## config.mk

```make
export PLATFORM = sky130hd
export DESIGN_NAME = cascade_prio_enc
export DESIGN_NICKNAME = d
export VERILOG_FILES = /design/src/rtl/pe_pkg.sv /design/src/rtl/pe_slice.sv /design/src/rtl/pe_merge.sv /design/src/rtl/cascade_prio_enc.sv
export SDC_FILE = /design/constraint.sdc
export NUM_CORES = 1
export LEC_CHECK = 0
export BUFFER_PORTS_ARGS = -buffer_cell sky130_fd_sc_hd__buf_2
export CAP_MARGIN = 20
export CORE_AREA = 10 10 47 49
export DETAILED_ROUTE_END_ITERATION = 8
export DIE_AREA = 0 0 57 59
export PLACE_DENSITY_LB_ADDON = 0.08
export SYNTH_ARGS = -nofsm -noshare
export SYNTH_HDL_FRONTEND = slang
export SYNTH_SLANG_ARGS = --single-unit
export TNS_END_PERCENT = 50
```

## constraint.sdc

```tcl
create_clock -name vclk -period 5.45
set_input_delay 1.09 -clock vclk [all_inputs]
set_output_delay 1.09 -clock vclk [all_outputs]
set_load 0.03 [all_outputs]
```

## src/rtl/pe_pkg.sv

```systemverilog
package pe_pkg;

    localparam int unsigned DEF_SLICE_W    = 8;
    localparam int unsigned DEF_NUM_SLICES = 4;

    // Per-slice status flags passed to the merge stage.
    typedef struct packed {
        logic grp_sel;   // enabled and holding a request
        logic en_out;    // enabled and holding none
    } pe_stat_t;

endpackage

```

## src/rtl/pe_slice.sv

```systemverilog
module pe_slice
    import pe_pkg::*;
#(
    parameter int unsigned SLICE_W = DEF_SLICE_W,
    localparam int unsigned IW     = $clog2(SLICE_W)
) (
    input  logic               en_i,
    input  logic [SLICE_W-1:0] req_i,
    output logic [IW-1:0]      idx_o,
    output pe_stat_t           stat_o
);

    typedef struct packed {
        logic [IW-1:0] idx;
        pe_stat_t      stat;
    } slice_res_t;

    slice_res_t res_d;

    always_comb begin
        res_d = '0;
        // Ascending scan: the last hit is the highest set line.
        for (int i = 0; i < int'(SLICE_W); i++) begin
            if (req_i[i]) begin
                res_d.idx = IW'(i);
            end
        end
        res_d.stat.grp_sel = en_i & (|req_i);
        res_d.stat.en_out  = en_i & ~(|req_i);
        if (!en_i) begin
            res_d.idx = '0;
        end
    end

    assign idx_o  = res_d.idx;
    assign stat_o = res_d.stat;

endmodule

```

## src/rtl/pe_merge.sv

```systemverilog
module pe_merge
    import pe_pkg::*;
#(
    parameter int unsigned NUM_SLICES = DEF_NUM_SLICES,
    parameter int unsigned IW         = 3,
    localparam int unsigned GW        = $clog2(NUM_SLICES)
) (
    input  pe_stat_t [NUM_SLICES-1:0]         stat_i,
    input  logic     [NUM_SLICES-1:0][IW-1:0] idx_i,
    output logic     [GW+IW-1:0]              idx_o,
    output logic                              valid_o,
    output logic                              en_out_o
);

    typedef struct packed {
        logic [GW-1:0] grp;
        logic [IW-1:0] low;
        logic          valid;
    } merge_res_t;

    merge_res_t res_d;

    always_comb begin
        res_d = '0;
        for (int g = 0; g < int'(NUM_SLICES); g++) begin
            // At most one slice is selected, so the code and the index both OR in safely.
            if (stat_i[g].grp_sel) begin
                res_d.grp = GW'(g);
            end
            res_d.low   = res_d.low | idx_i[g];
            res_d.valid = res_d.valid | stat_i[g].grp_sel;
        end
    end

    assign idx_o    = {res_d.grp, res_d.low};
    assign valid_o  = res_d.valid;
    assign en_out_o = stat_i[0].en_out;

endmodule

```

## src/rtl/cascade_prio_enc.sv

```systemverilog
module cascade_prio_enc
    import pe_pkg::*;
#(
    parameter int unsigned SLICE_W    = DEF_SLICE_W,
    parameter int unsigned NUM_SLICES = DEF_NUM_SLICES,
    localparam int unsigned N_REQ     = SLICE_W * NUM_SLICES,
    localparam int unsigned IW        = $clog2(SLICE_W),
    localparam int unsigned OW        = $clog2(N_REQ)
) (
    input  logic             en_i,
    input  logic [N_REQ-1:0] req_i,
    output logic [OW-1:0]    idx_o,
    output logic             valid_o,
    output logic             en_out_o
);

    logic     [NUM_SLICES:0]           en_chain;
    pe_stat_t [NUM_SLICES-1:0]         stat;
    logic     [NUM_SLICES-1:0][IW-1:0] sl_idx;

    assign en_chain[NUM_SLICES] = en_i;

    for (genvar g = 0; g < NUM_SLICES; g++) begin : g_slice
        pe_slice #(.SLICE_W(SLICE_W)) u_slice (
            .en_i   (en_chain[g+1]),
            .req_i  (req_i[g*SLICE_W +: SLICE_W]),
            .idx_o  (sl_idx[g]),
            .stat_o (stat[g])
        );
        assign en_chain[g] = stat[g].en_out;
    end

    pe_merge #(.NUM_SLICES(NUM_SLICES), .IW(IW)) u_merge (
        .stat_i   (stat),
        .idx_i    (sl_idx),
        .idx_o    (idx_o),
        .valid_o  (valid_o),
        .en_out_o (en_out_o)
    );

endmodule

```

==> parameters.txt, run 1 <==
Parameter                              Value

Route
  Aggregate routed wire length ... 1510 um
  Post-detailed-route count of antenna-violating nets ... 0
  Vias after detailed routing ... 584
  Remaining design rule violation count ... 0
  Number of vias per cell ... 5.03
  Avg WL per Cell ... 13.0 um
  Drt pass-1 iters ... 3
  Detailed router's first-iteration violation count ... 2

Yosys
  Post-synthesis net count ... 93
  Top cells by area in the synthesized netlist ... sky130_fd_sc_hd__nor2_1, sky130_fd_sc_hd__a21oi_1, sky130_fd_sc_hd__or4_4
  Post-synthesis instance total ... 60
  Count of unique library cells instantiated by Yosys ... 25
  Netlist area before placement ... 385 sq um
  Seq/Total Area, Yosys ... 0%
  Mean Syn Cell Area ... 6.42 sq um
  Yosys warning count ... 0
  Area share of the largest cell type after synthesis ... 9.74%
  Post-synth top area cell ... sky130_fd_sc_hd__nor2_1

STA
  Transition time at the pin with the least slew margin ... 0.397 ns
  Crit share post-route ... 70.5%
  Aggregate negative setup slack ... 0 ns
  Worst slew margin ... 73.3%
  Final Hold Violating Endpoints ... 0
  Least setup slack across all paths after layout ... 1.61 ns
  RSZ-0062 raised after global routing ... false
  Final setup violation count ... 0
  Minimum clock period ... 3.84 ns
  Maximum achievable frequency ... 260 MHz
  Count of pins over their slew limit ... 0

GRT
  Grt ovf ... 0
  Maximum number of pins on one net before global-route repair ... 9
  Initial antenna violation count ... 0
  Via count of the first global-routing pass ... 626
  All-Layer GR Usage ... 8.39%
  First-pass GRT wire length ... 2530 um

CTS
  Number of setup buffers added after CTS ... 0
  Hold-fix buffers, CTS ... 0
  Post_cts resized ... 0

Power
  Maximum resistive drop on vdd ... 0.0000216 V
  Lkg Pwr ... 0.296 nW
  Pwr/cell area ... 63.8 nW/um^2

Setup path
  Maximum fanout encountered on the critical timing path ... 4
  Slowest cell delay on critical path ... 0.56 ns
  Worst Path Arrival ... 2.75 ns
  Series of cell instances along the critical path ... buf_2 > or4_4 > nor4_4 > nand2_2 > o221ai_1 > and2_1 > buf_2
  Crit end category ... output port
  Gate family responsible for the most delay along the worst path ... simple AND/OR/NAND/NOR gates
  Req. time, crit path ... 4.36 ns
  Bufs and invs on worst path ... 2
  Start-to-end type of the worst setup path ... input pin to output port
  Cell seen most often among critical-path stages ... sky130_fd_sc_hd__buf_2
  Master of the slowest instance on the critical path ... sky130_fd_sc_hd__or4_4
  Startpoint class of the critical path ... input pin

Finish
  Antenna diode count ... 0
  Register cell area after layout ... 0 sq um
  Final net count ... 135
  Commonest non-fill, non-tap cell in the layout ... sky130_fd_sc_hd__buf_2
  Final-layout clock buffer total ... 0
  Layout area overhead ... 57.1%
  Non-filler instance count after layout ... 116
  Commonest cells after routing, fill and taps aside ... sky130_fd_sc_hd__buf_2, sky130_fd_sc_hd__nor2_1, sky130_fd_sc_hd__a21oi_1
  Final core utilization ... 43.2%
  FF+latch count ... 0
  Fraction of final layout cells with drive strength greater than 1 ... 47.0%

Placement
  Gpl congestion ... 0.757
  PortBufs ... 40
  Cell total after placement ... 116
  Placed wire-length estimate ... 1390 um
  Worst setup timing slack at the placement stage ... 1.59 ns

Floorplan
  Vertical die dimension ... 59 um
  Initial core utilization ... 27.5%
  Core outline area ... 1400 sq um
  Row cnt ... 14
  Top-level I/O count ... 40
  Floorplan die area ... 3360 sq um
  Horizontal die dimension ... 57 um

Outcome
  Status ... finished, final reports clean

Min path
  Min-delay worst type ... input pin to output port

Job
  Maximum Capacitance Violations ... 0
[Yosys cell counts, drive strengths merged]
library cell and count:
a221oi 2, o41ai 1, o21a 1, o21ai 3, nand2b 1, inv 6
nand3 1, o221ai 1, nor4 5, nand2 2, nor2 10, and2 2
o21bai 1, o31ai 2, a21oi 7, nor3 4, a21boi 1, nor4b 1
nor2b 2, and2b 1, or4 5, o31a 1
[per-layer routing]
layer | track usage [%] | wire, um | vias up
li1 | - | - | 314
met1 | 10.2 | 704 | 248
met2 | 15.7 | 717 | 22
met5 | 0 | 0 | -
met3 | 1.50 | 86 | 0
met4 | 0 | 0 | 0
[power by group]
| part | switching (mW) | internal, mW | total [mW] |
|---|---|---|---|
| Clock | 0 | 0 | 0 |
| Combinational | 0.0215 | 0.0171 | 0.0386 |
| Sequential | 0 | 0 | 0 |
| Total | 0.0215 | 0.0171 | 0.0386 |
[kinds of logic (layout without fill, tap and decap cells)]
logic type             Yosys count  count (layout)  synth area share [%]
AOI/OAI and AO/OA               20              20                  34.1
buffers and inverters            6              46                  5.84
and+or+nand+nor                 34              34                  60.1
[path summary, 6_finish.rpt]
| check | from | end | slack, ns | depth (start not counted) |
|---|---|---|---|---|
| worst max-delay path | req_i[27] | idx_o[2] | 1.61 | 7 |
| worst min-delay path | en_i | idx_o[3] | 2.61 | 3 |
[layout make-up]
class	instances	area [sq um]
Timing Repair Buffer	40	200
Inverter	6	22.5
Fill cell	165	796
Tap cell	16	20.0
Multi-Input combinational cell	54	363
[stage by stage]
step / total power [mW] / cell area, sq um / hold WS (ns)
3_5_place_dp: 0.0388 / 606 / 2.60
5_1_grt: 0.0429 / 606 / 2.63
4_1_cts: 0.0390 / 606 / 2.60
2_1_floorplan: 0.0172 / 385 / 2.37
3_3_place_gp: 0.0387 / 606 / 2.60
6_report: 0.0386 / 606 / 2.61
No activity file was read; power rests on OpenSTA's default activity.
==> run 2: changes to the inputs <==
ABC_AREA = 1   (was not set)
clock period = 3.9 ns   (was 5.45 ns; I/O delays follow)
==> run 2 against run 1 <==
Wire length down 1.6%. Worst hold slack worse by 0.63 ns. First-iteration DRC count rose to 5.0 times the previous value. Final area up 20%. Setup slack worse by 0.35 ns. Cell count up 41%. Global-route usage up 0.40 points. Count of clock-buffer cells in the layout unchanged. Total power up 55%. Critical path type unchanged.
==> parameters.txt, run 2 <==
Parameter                              Value

CTS
  Number of setup buffers added after CTS ... 0 (unchanged)
  Hold-fix buffers, CTS ... 0 (unchanged)
  Post_cts resized ... 0 (unchanged)

Route
  Detailed router's first-iteration violation count ... 10 (+8)
  Remaining design rule violation count ... 0 (unchanged)
  Aggregate routed wire length ... 1480 um (-1.6%)
  Vias after detailed routing ... 694 (+19%)
  Post-detailed-route count of antenna-violating nets ... 0 (unchanged)
  Avg WL per Cell ... 9.05 um (-30%)
  Number of vias per cell ... 4.23 (-16%)
  Drt pass-1 iters ... 4 (+1)

Yosys
  Post-synthesis instance total ... 108 (+80%)
  Post-synthesis net count ... 141 (+52%)
  Seq/Total Area, Yosys ... 0% (unchanged)
  Top cells by area in the synthesized netlist ... sky130_fd_sc_hd__nand2_1, sky130_fd_sc_hd__inv_1, sky130_fd_sc_hd__nor2_1
  Netlist area before placement ... 508 sq um (+32%)
  Top cells by instance count after synthesis ... sky130_fd_sc_hd__nand2_1, sky130_fd_sc_hd__inv_1, sky130_fd_sc_hd__nor2_1, sky130_fd_sc_hd__nor2_2
  Area share of the largest cell type after synthesis ... 29.6% (+20 points)
  Mean Syn Cell Area ... 4.70 sq um (-27%)
  Post-synth top area cell ... sky130_fd_sc_hd__nand2_1
  Most numerous cell in the Yosys netlist ... sky130_fd_sc_hd__nand2_1
  Count of unique library cells instantiated by Yosys ... 20 (-20%)
  Yosys warning count ... 0 (unchanged)

STA
  Minimum clock period ... 2.65 ns
  Count of pins over their slew limit ... 0 (unchanged)
  Final setup violation count ... 0 (unchanged)
  Final Hold Violating Endpoints ... 0 (unchanged)
  Worst slew margin ... 83.6% (+10 points)
  Transition time at the pin with the least slew margin ... 0.244 ns (-0.153 ns)
  Final-layout worst hold slack ... 1.98 ns (-0.626 ns)
  RSZ-0062 raised after global routing ... false
  Maximum achievable frequency ... 378 MHz
  Crit share post-route ... 67.9%
  Aggregate negative setup slack ... 0 ns (unchanged)

Setup path
  Master of the slowest instance on the critical path ... sky130_fd_sc_hd__nor2_4
  Startpoint class of the critical path ... input pin
  Series of cell instances along the critical path ... buf_2 > nor2_1 > nand2_1 > nor2_4 > nand2_2 > o21ai_1 > nand2_1 > nand2_1 > buf_2
  Critical path depth ... 9 (+2)
  Bufs and invs on worst path ... 2 (unchanged)
  Cell seen most often among critical-path stages ... sky130_fd_sc_hd__nand2_1
  Slowest cell delay on critical path ... 0.19 ns (-0.37 ns)
  Crit end category ... output port
  Maximum fanout encountered on the critical timing path ... 4 (unchanged)
  Start-to-end type of the worst setup path ... input pin to output port
  Req. time, crit path ... 3.12 ns (-1.24 ns)
  Gate family responsible for the most delay along the worst path ... simple AND/OR/NAND/NOR gates
  Worst Path Arrival ... 1.87 ns (-0.88 ns)

GRT
  First-pass GRT wire length ... 2660 um (+4.9%)
  Initial antenna violation count ... 0 (unchanged)
  Via count of the first global-routing pass ... 721 (+15%)
  All-Layer GR Usage ... 8.80% (+0.40 points)
  Grt ovf ... 0 (unchanged)
  Maximum number of pins on one net before global-route repair ... 7 (-2)

Floorplan
  Top-level I/O count ... 40 (unchanged)
  Vertical die dimension ... 59 um (unchanged)
  Initial core utilization ... 36.2% (+8.7 points)
  Floorplan die area ... 3360 sq um (unchanged)
  Core outline area ... 1400 sq um (unchanged)
  Horizontal die dimension ... 57 um (unchanged)
  Row cnt ... 14 (unchanged)

Placement
  Gpl congestion ... 0.857 (+13%)
  PortBufs ... 40 (unchanged)
  Placed wire-length estimate ... 1410 um (+1.4%)
  Cell total after placement ... 164 (+41%)

Finish
  Area used by multi-input combinational logic ... 403 sq um (+11%)
  Layout area overhead ... 43.3%
  Non-filler instance count after layout ... 164 (+41%)
  Antenna diode count ... 0 (unchanged)
  FF+latch count ... 0 (unchanged)
  Final-layout clock buffer total ... 0 (unchanged)
  Commonest cells after routing, fill and taps aside ... sky130_fd_sc_hd__nand2_1, sky130_fd_sc_hd__buf_2, sky130_fd_sc_hd__inv_1
  Final net count ... 183 (+36%)
  Fraction of final layout cells with drive strength greater than 1 ... 35.8% (-11 points)
  Layout fillers ... 170 (+3.0%)
  Register cell area after layout ... 0 sq um (unchanged)

Job
  Maximum Capacitance Violations ... 0 (unchanged)

Min path
  Hold path startpoint ... en_i
  Min-delay worst type ... input pin to output port
  Worst hold path depth ... 4 (+1)
  Terminating pin of the worst hold path ... idx_o[1]

Power
  Pwr/cell area ... 82.3 nW/um^2 (+29%)
  Maximum resistive drop on vdd ... 0.0000349 V (+62%)
  Lkg Pwr ... 0.486 nW (+64%)

Outcome
  Status ... finished, final reports clean
==> run 2: cell count changes in the layout (fill, tap and decap cells not counted), moves of 4 or more <==
cell / before / now
sky130_fd_sc_hd__nand2_1: 1 / 40
sky130_fd_sc_hd__nor2_2: 0 / 4
sky130_fd_sc_hd__a21oi_1: 7 / 2
sky130_fd_sc_hd__inv_1: 6 / 27
==> run 2: metal layers <==
layer	up-vias	share of wire [%]	global-route usage, %
met1	267	41	9.21
met2	22	48	17.2
met5	-	0	0
met3	0	10	3.22
li1	405	-	-
met4	0	0	0
==> run 2: how the worst max path moves through the flow <==
| stage | from | to | slack [ns] |
|---|---|---|---|
| final | req_i[21] | idx_o[1] | 1.25 |
| after global routing | req_i[21] | idx_o[1] | 1.11 |
| after CTS | req_i[21] | idx_o[1] | 1.23 |
| after detailed placement | req_i[21] | idx_o[1] | 1.23 |
| after global placement | req_i[21] | idx_o[2] | 1.24 |
| after floorplan | req_i[25] | idx_o[3] | 1.36 |
==> run 2: logic make-up after synthesis <==
logic type	count (synthesis)	share of synthesized area [%]
simple gates	70	68.5
buf+inv	28	20.7
compound gates	10	10.8
==> run 2: worst min-delay path, cell delays in order <==
cell	delay (ns)
sky130_fd_sc_hd__buf_2	0.14
sky130_fd_sc_hd__nand2_1	0.07
sky130_fd_sc_hd__nand2_1	0.04
sky130_fd_sc_hd__buf_2	0.17
==> run 2: final cells by class <==
type / count / area share, %
multi-input cells: 80 / 55.3
inverters: 28 / 14.4
repair buffers: 40 / 27.5
well taps: 16 / 2.75
==> run 2: stage by stage <==
step	utilization, %	worst slack, ns	instance area, sq um	power (mW)
floorplan	-	1.36	508	0.0324
global placement	52.0	1.24	728	0.0596
detailed placement	52.0	1.23	728	0.0606
CTS	52.0	1.23	728	0.0609
global route	52.0	1.11	728	0.0689
finish	52.0	1.25	728	0.0599
==> run 2: report_power, final <==
group	switching [mW]	internal (mW)	leakage, nW
clock	0	0	0
combinational	0.0351	0.0249	0.486
sequential	0	0	0
total	0.0351	0.0249	0.486
